**config.mk**
```make
export PLATFORM = sky130hd
export DESIGN_NAME = dma_chan_ctl
export DESIGN_NICKNAME = d
export VERILOG_FILES = /design/src/rtl/dma_chan_ctl.sv
export SDC_FILE = /design/constraint.sdc
export NUM_CORES = 1
export LEC_CHECK = 0
export ABC_AREA = 0
export CAP_MARGIN = 15
export CELL_PAD_IN_SITES_DETAIL_PLACEMENT = 2
export CELL_PAD_IN_SITES_GLOBAL_PLACEMENT = 2
export CORE_ASPECT_RATIO = 0.75
export CORE_MARGIN = 2
export CORE_UTILIZATION = 29
export DETAILED_ROUTE_END_ITERATION = 16
export PLACE_DENSITY = 0.75
export SYNTH_ARGS = -nofsm -noshare
export SYNTH_HDL_FRONTEND = slang
export SYNTH_SLANG_ARGS = --single-unit
```
**constraint.sdc**
```tcl
create_clock -name clk -period 3.1 [get_ports clk]
set_input_delay 0.775 -clock clk [delete_from_list [all_inputs] [get_ports clk]]
set_output_delay 0.775 -clock clk [all_outputs]
set_load 0.02 [all_outputs]
```
**src/rtl/dma_chan_ctl.sv**
```systemverilog
module dma_chan_ctl #(
  parameter int NCH = 21,
  parameter int AW  = 4,
  parameter int DW  = 32
) (
  input  logic           clk,
  input  logic           rst_n,
  input  logic           bus_wr,
  input  logic [AW-1:0]  bus_addr,
  input  logic [DW-1:0]  bus_wdata,
  output logic [DW-1:0]  bus_rdata,
  input  logic [NCH-1:0] hw_req,
  input  logic           eng_done,
  input  logic           eng_burst_end,
  input  logic           eng_err,
  output logic           grant_valid,
  output logic [$clog2(NCH)-1:0] grant_ch,
  output logic           grant_alt,
  output logic           grant_burst,
  output logic [NCH-1:0] periph_done,
  output logic           err_irq
);
  localparam int CW = $clog2(NCH);
  localparam int NA = 2**AW;
  localparam int A_CFG = 0, A_SWR = 1, A_ENS = 2, A_ENC = 3, A_PRS = 4, A_PRC = 5;
  localparam int A_MKS = 6, A_MKC = 7, A_ALS = 8, A_ALC = 9, A_BSS = 10, A_BSC = 11;
  localparam int A_DON = 12, A_DMK = 13, A_ERR = 14;

  logic           master, err, gv;
  logic [CW-1:0]  gch, pick;
  logic [NCH-1:0] en, pri, msk, alt, bst, dmsk, done, swp, pdone;
  logic [NCH-1:0] wd, cmp, elig, cand;
  logic [NA-1:0]  wsel;

  wire unused_wd = ^bus_wdata[DW-1:NCH];

  assign wsel = bus_wr ? (NA'(1) << bus_addr) : '0;
  assign wd   = bus_wdata[NCH-1:0];
  assign cmp  = (gv && eng_done) ? (NCH'(1) << gch) : '0;
  assign elig = en & ((hw_req & ~msk) | swp);
  assign cand = |(elig & pri) ? (elig & pri) : elig;

  function automatic logic [NCH-1:0] upd(input logic [NCH-1:0] cur,
                                         input logic s, input logic c,
                                         input logic [NCH-1:0] d);
    return (cur | (s ? d : '0)) & ~(c ? d : '0);
  endfunction

  always_comb begin
    pick = '0;
    for (int i = NCH-1; i >= 0; i--)
      if (cand[i]) pick = CW'(i);
  end

  always_ff @(posedge clk) begin
    if (!rst_n) begin
      master <= 1'b0; err <= 1'b0; gv <= 1'b0; gch <= '0;
      en <= '0; pri <= '0; msk <= '0; alt <= '0; bst <= '0;
      dmsk <= '0; done <= '0; swp <= '0; pdone <= '0;
    end else begin
      if (wsel[A_CFG]) master <= bus_wdata[0];
      if (wsel[A_DMK]) dmsk <= wd;
      en    <= upd(en & ~cmp, wsel[A_ENS], wsel[A_ENC], wd);
      pri   <= upd(pri, wsel[A_PRS], wsel[A_PRC], wd);
      msk   <= upd(msk, wsel[A_MKS], wsel[A_MKC], wd);
      alt   <= upd(alt, wsel[A_ALS], wsel[A_ALC], wd);
      bst   <= upd(bst, wsel[A_BSS], wsel[A_BSC], wd);
      swp   <= (swp & ~cmp) | (wsel[A_SWR] ? wd : '0);
      done  <= (done & ~(wsel[A_DON] ? wd : '0)) | cmp;
      err   <= (err & ~(wsel[A_ERR] & bus_wdata[0])) | eng_err;
      pdone <= cmp & ~dmsk;
      if (!master) gv <= 1'b0;
      else if (gv) begin
        if (eng_done || eng_burst_end) gv <= 1'b0;
      end else if (|cand) begin
        gv  <= 1'b1;
        gch <= pick;
      end
    end
  end

  always_comb begin
    bus_rdata = '0;
    case (int'(bus_addr))
      A_CFG:        bus_rdata[0] = master;
      A_ENS, A_ENC: bus_rdata[NCH-1:0] = en;
      A_PRS, A_PRC: bus_rdata[NCH-1:0] = pri;
      A_MKS, A_MKC: bus_rdata[NCH-1:0] = msk;
      A_ALS, A_ALC: bus_rdata[NCH-1:0] = alt;
      A_BSS, A_BSC: bus_rdata[NCH-1:0] = bst;
      A_DON:        bus_rdata[NCH-1:0] = done;
      A_DMK:        bus_rdata[NCH-1:0] = dmsk;
      A_ERR:        bus_rdata[0] = err;
      default:      bus_rdata = '0;
    endcase
  end

  assign grant_valid = gv;
  assign grant_ch    = gch;
  assign grant_alt   = gv & alt[gch];
  assign grant_burst = gv & bst[gch];
  assign periph_done = pdone;
  assign err_irq     = err;
endmodule

```
==> flow_results.org <==
** Die
- Floorplan Core Area :: 34600 µm²
- Measured along the x axis, the die boundary spans 220 µm.
- During I/O placement, the number of pins put on the boundary was 125.
- The floorplan step defined a die boundary enclosing 36600 µm².
- Once the floorplan was initialized, standard cells occupied 29.4% of the core.
- Die extent in y :: 166 µm
- Row generation in the floorplan step produced 59 rows.

** Timing
- After layout, the worst setup slack is -0.221 ns.
- The total count of hold-check failures in the final report was 0.
- The worst path in the final design needs a cycle of 3.32 ns, including I/O delays and setup.
- Worst-case hold slack :: 0.461 ns
- Total count of max-transition violations in the final report :: 0
- Based on the critical path, the design can be clocked at up to 0.301 GHz.
- Final setup skew :: 0.0125 ns
- Setup repair after global routing missed its margin :: yes
- The worst pin sits at a relative slew slack of 54.9%.
- Transition at the pin with the smallest max-transition slack :: 0.675 ns
- Setup violations remaining at the end of the flow were counted as 8.
- Sum Neg Setup Slack :: -0.793 ns
- Period utilisation layout :: 107%

** Global routing
- GRT Util Overall :: 26.5%
- The via count of the first global-routing pass came to 11.5k.
- Total overflow reported by the global router :: 0
- Wire length of the first global-routing pass :: 72300 µm
- Entering global routing, the biggest net connects 65 pins.
- Initial antenna violation count :: 0

** Critical path
- For the worst flop-to-flop path, the logic depth is 12.
- The worst setup path is captured at a primary output.
- Kind of launch point of the worst setup path :: flop
- Worst path cell trace :: buf_4, mux4_2, mux4_2, inv_2, o22ai_2, and2_4, buf_6
- Worst path slowest cell :: sky130_fd_sc_hd__mux4_2
- The critical path is of the flop to primary output type.
- Along the worst path, the maximum fanout reaches 8.
- Reg2reg start :: msk[7]$_SDFF_PN0_
- The worst register-to-register path has a setup slack of 0.09 ns.
- Most numerous cell on the critical path :: sky130_fd_sc_hd__mux4_2
- STA puts the critical path data required time at 2.32 ns.
- The worst register-to-register path ends at grant_ch[1]$_SDFFE_PN0P_.
- In this design, the stage delay of the slowest critical-path cell is 0.52 ns.
- Arrival time worst endpoint :: 2.55 ns

** Clock tree
- Clock buffer count from CTS :: 17
- Clock tree root driver cell :: sky130_fd_sc_hd__clkbuf_16
- TritonCTS sink count :: 197
- Clock network latency to the later pin of the worst-skew pair :: 0.46 ns
- Maximum clock path buffer count :: 2
- CTS H-Tree Depth :: 4
- Clock tree from TritonCTS :: built
- Clock edge transition at the registers on the reported setup and hold paths :: 0.09 ns

** Pwr
- In this run the static leakage power is 0.00535 µW.
- Overall power of the completed layout :: 5570 µW
- Total power per unit cell area :: 407 nW/µm²
- The worst-case IR drop observed on VDD is 0.382 mV.

** Layout
- The repair_antennas step left the layout with diodes totalling 0.
- The final layout contains 1580 nets.
- Leaving out fill and tap cells, the most frequent cells in the layout are sky130_fd_sc_hd__nand2_1 (329), sky130_fd_sc_hd__dfxtp_1 (195), sky130_fd_sc_hd__nor2_1 (156), sky130_fd_sc_hd__buf_4 (150), sky130_fd_sc_hd__a21oi_1 (116).
- The filler cells instantiated in the layout total 3843.
- Share of final-layout standard cells stronger than drive strength 1 :: 22.6%
- Relative to the synthesized area, the layout overhead comes to 34.2%.
- Most common cell after layout, fill and taps aside :: sky130_fd_sc_hd__nand2_1

** Synth
- The netlist uses 61 different library cells.
- Each instance of the synthesized netlist takes up on average 7.66 µm².
- After Yosys synthesis, full adders, half adders and majority gates account for 0% of the synthesized area.
- Most used flip-flop cell after synthesis :: sky130_fd_sc_hd__dfxtp_1
- In the synthesized netlist the async set-or-reset flop fraction comes to 0%.
- Synthesis inferred 197 register bits.
- Synth Area in XOR/XNOR :: 0%
- Combinational family with the most area after synthesis :: simple AND/OR/NAND/NOR gates
- The Yosys step of the flow raised 0 warnings.
- Yosys mapped a number of flops with a built-in enable equal to 0.
- Total standard cell area after synthesis :: 10200 µm²
- The synthesized netlist devotes 23.1% of its cell area to compound gates.
- Multiplexer area fraction after synthesis :: 5.73%
- Synthesis produced 1330 cells.
- Portion of the post-synthesis area used by sequential elements :: 38.7%
- Area share of and/or/nand/nor cells after synthesis :: 26.8%

** Hold path
- In this run the most critical hold path is launched from dmsk[7]$_SDFFE_PN0P_.
- Cell depth of the worst min-delay path :: 1
- The worst hold path belongs to the class flop to flop.
- The worst hold path terminates at periph_done[7]$_SDFF_PN0_.

** Run status
- Result of the run :: finished with violations
- Violations in the final reports :: negative setup slack

** Routing
- After detailed routing, the average wire length per cell comes to 26.2 µm.
- In this run the remaining antenna-violating nets after routing total 0.
- After detailed routing, the number of remaining DRC violations is 0.
- Before antenna repair, the detailed router went through 5 iterations.
- Total Wirelength :: 52100 µm
- Via count :: 11.3k
- Dividing the detail-routed via count by the number of cells gives 5.69.
- After the first detailed-routing iteration, the DRC count stood at 960.

** Placement
- Detailed Place HPWL :: 35300 µm
- Weighted congestion at the end of routability-driven global placement :: 0.911
- IO Port Bufs :: 102

** Flow run
- Max-cap violations in this run came to 0.
metrics by stage:
step	area, µm²	setup WS (ns)	utilization [%]	std cells
global placement	12600	-0.574	36.3	1937
global route	13700	-0.222	39.5	1987
floorplan	10200	0.108	-	1340
CTS	13300	-0.176	38.3	1974
detailed placement	12600	-0.614	36.3	1937
finish	13700	-0.221	39.5	1987
worst max-delay path, delay by kind of cell (launching register included):
family	cells	cell delay (ns)
compound gates	1	0.06
buf+inv	3	0.45
flops	1	0.45
mux	2	0.95
simple gates	1	0.18
cell usage after synthesis, types with 4 or more instances:
master / count / share of area, %
sky130_fd_sc_hd__nand2b_1: 7 / 0.43
sky130_fd_sc_hd__mux2i_1: 20 / 2.0
sky130_fd_sc_hd__a21boi_1: 5 / 0.37
sky130_fd_sc_hd__o21ai_0: 27 / 1.3
sky130_fd_sc_hd__a221oi_1: 19 / 1.6
sky130_fd_sc_hd__nand2_1: 332 / 12
sky130_fd_sc_hd__o21ai_2: 4 / 0.34
sky130_fd_sc_hd__and2_1: 5 / 0.31
sky130_fd_sc_hd__nor4_1: 6 / 0.37
sky130_fd_sc_hd__buf_1: 10 / 0.37
sky130_fd_sc_hd__a22oi_1: 50 / 3.7
sky130_fd_sc_hd__buf_4: 12 / 0.88
sky130_fd_sc_hd__nor2_1: 166 / 6.1
sky130_fd_sc_hd__dfxtp_1: 197 / 39
sky130_fd_sc_hd__inv_1: 16 / 0.59
sky130_fd_sc_hd__clkbuf_1: 87 / 3.2
sky130_fd_sc_hd__o22ai_1: 4 / 0.25
sky130_fd_sc_hd__a31oi_1: 14 / 0.86
sky130_fd_sc_hd__mux4_2: 12 / 2.7
sky130_fd_sc_hd__o21ai_1: 4 / 0.20
sky130_fd_sc_hd__nand4_1: 6 / 0.37
sky130_fd_sc_hd__o211ai_2: 9 / 1.1
sky130_fd_sc_hd__nand3_1: 7 / 0.34
sky130_fd_sc_hd__a21boi_0: 43 / 3.2
sky130_fd_sc_hd__nor2b_1: 47 / 2.9
sky130_fd_sc_hd__nor3b_1: 24 / 1.8
sky130_fd_sc_hd__a221o_1: 13 / 1.3
sky130_fd_sc_hd__o211ai_1: 9 / 0.66
sky130_fd_sc_hd__a21oi_1: 116 / 5.7
sky130_fd_sc_hd__mux2_2: 10 / 1.1
sky130_fd_sc_hd__and3_1: 4 / 0.25
sky130_fd_sc_hd__nor3_1: 4 / 0.20
worst max-delay path by stage:
stage	start	endpoint	cells past startpoint
6_report	grant_ch[1]$_SDFFE_PN0P_	grant_burst	7
5_1_grt	grant_ch[0]$_SDFFE_PN0P_	grant_burst	7
4_1_cts	grant_ch[0]$_SDFFE_PN0P_	grant_burst	7
3_5_place_dp	bus_addr[3]	bus_rdata[20]	7
3_3_place_gp	bus_addr[3]	bus_rdata[7]	8
2_1_floorplan	bus_addr[3]	bus_rdata[10]	7
registers in the layout, indices dropped and copies added (netlist names), 21 cells and up:
name,cells
dmsk,21
swp,21
done,21
msk,21
bst,21
pri,21
periph_done,21
en,21
alt,21
cell type report:
type                    count  area [µm²]  area share [%]
flip-flops and latches    197        3950            28.9
repair buffers            272        2380            17.4
inverters                  16        60.1           0.439
clock inverters            15         166            1.22
well taps                 457         572            4.18
clock buffers              17         425            3.11
multi-input cells        1013        6110            44.7
routing by layer:
layer	track usage (%)	share of wire, %	wire, µm	vias up
met1	36.2	44	22900	5839
met3	4.27	6.3	3280	124
met4	7.91	3.7	1910	0
met5	0	0	0	-
li1	-	-	-	4923
met2	42.6	46	24000	424
logic make-up (layout without fill, tap and decap cells):
family / after synthesis / count (layout)
AO/OA/AOI/OAI: 336 / 336
flip-flops: 197 / 197
buffers and inverters: 130 / 320
other: 1 / 11
multiplexers: 42 / 42
AND/OR/NAND/NOR: 624 / 624
repair_timing:
item                       in CTS  in global routing
cloned                          0                  2
pin swaps                       9                 31
hold buffers                    0                  0
setup endpoints to repair      27                 25
setup buffers                   5                 11
gates resized for setup       104                 91
report_power, final:
group / total, µW / leakage [µW] / switching [µW] / internal, µW
logic: 621 / 0.00347 / 383 / 238
clock network: 2360 / 0.000293 / 1210 / 1150
registers: 2580 / 0.00159 / 28.6 / 2550
No activity file was read; power rests on OpenSTA's default activity.
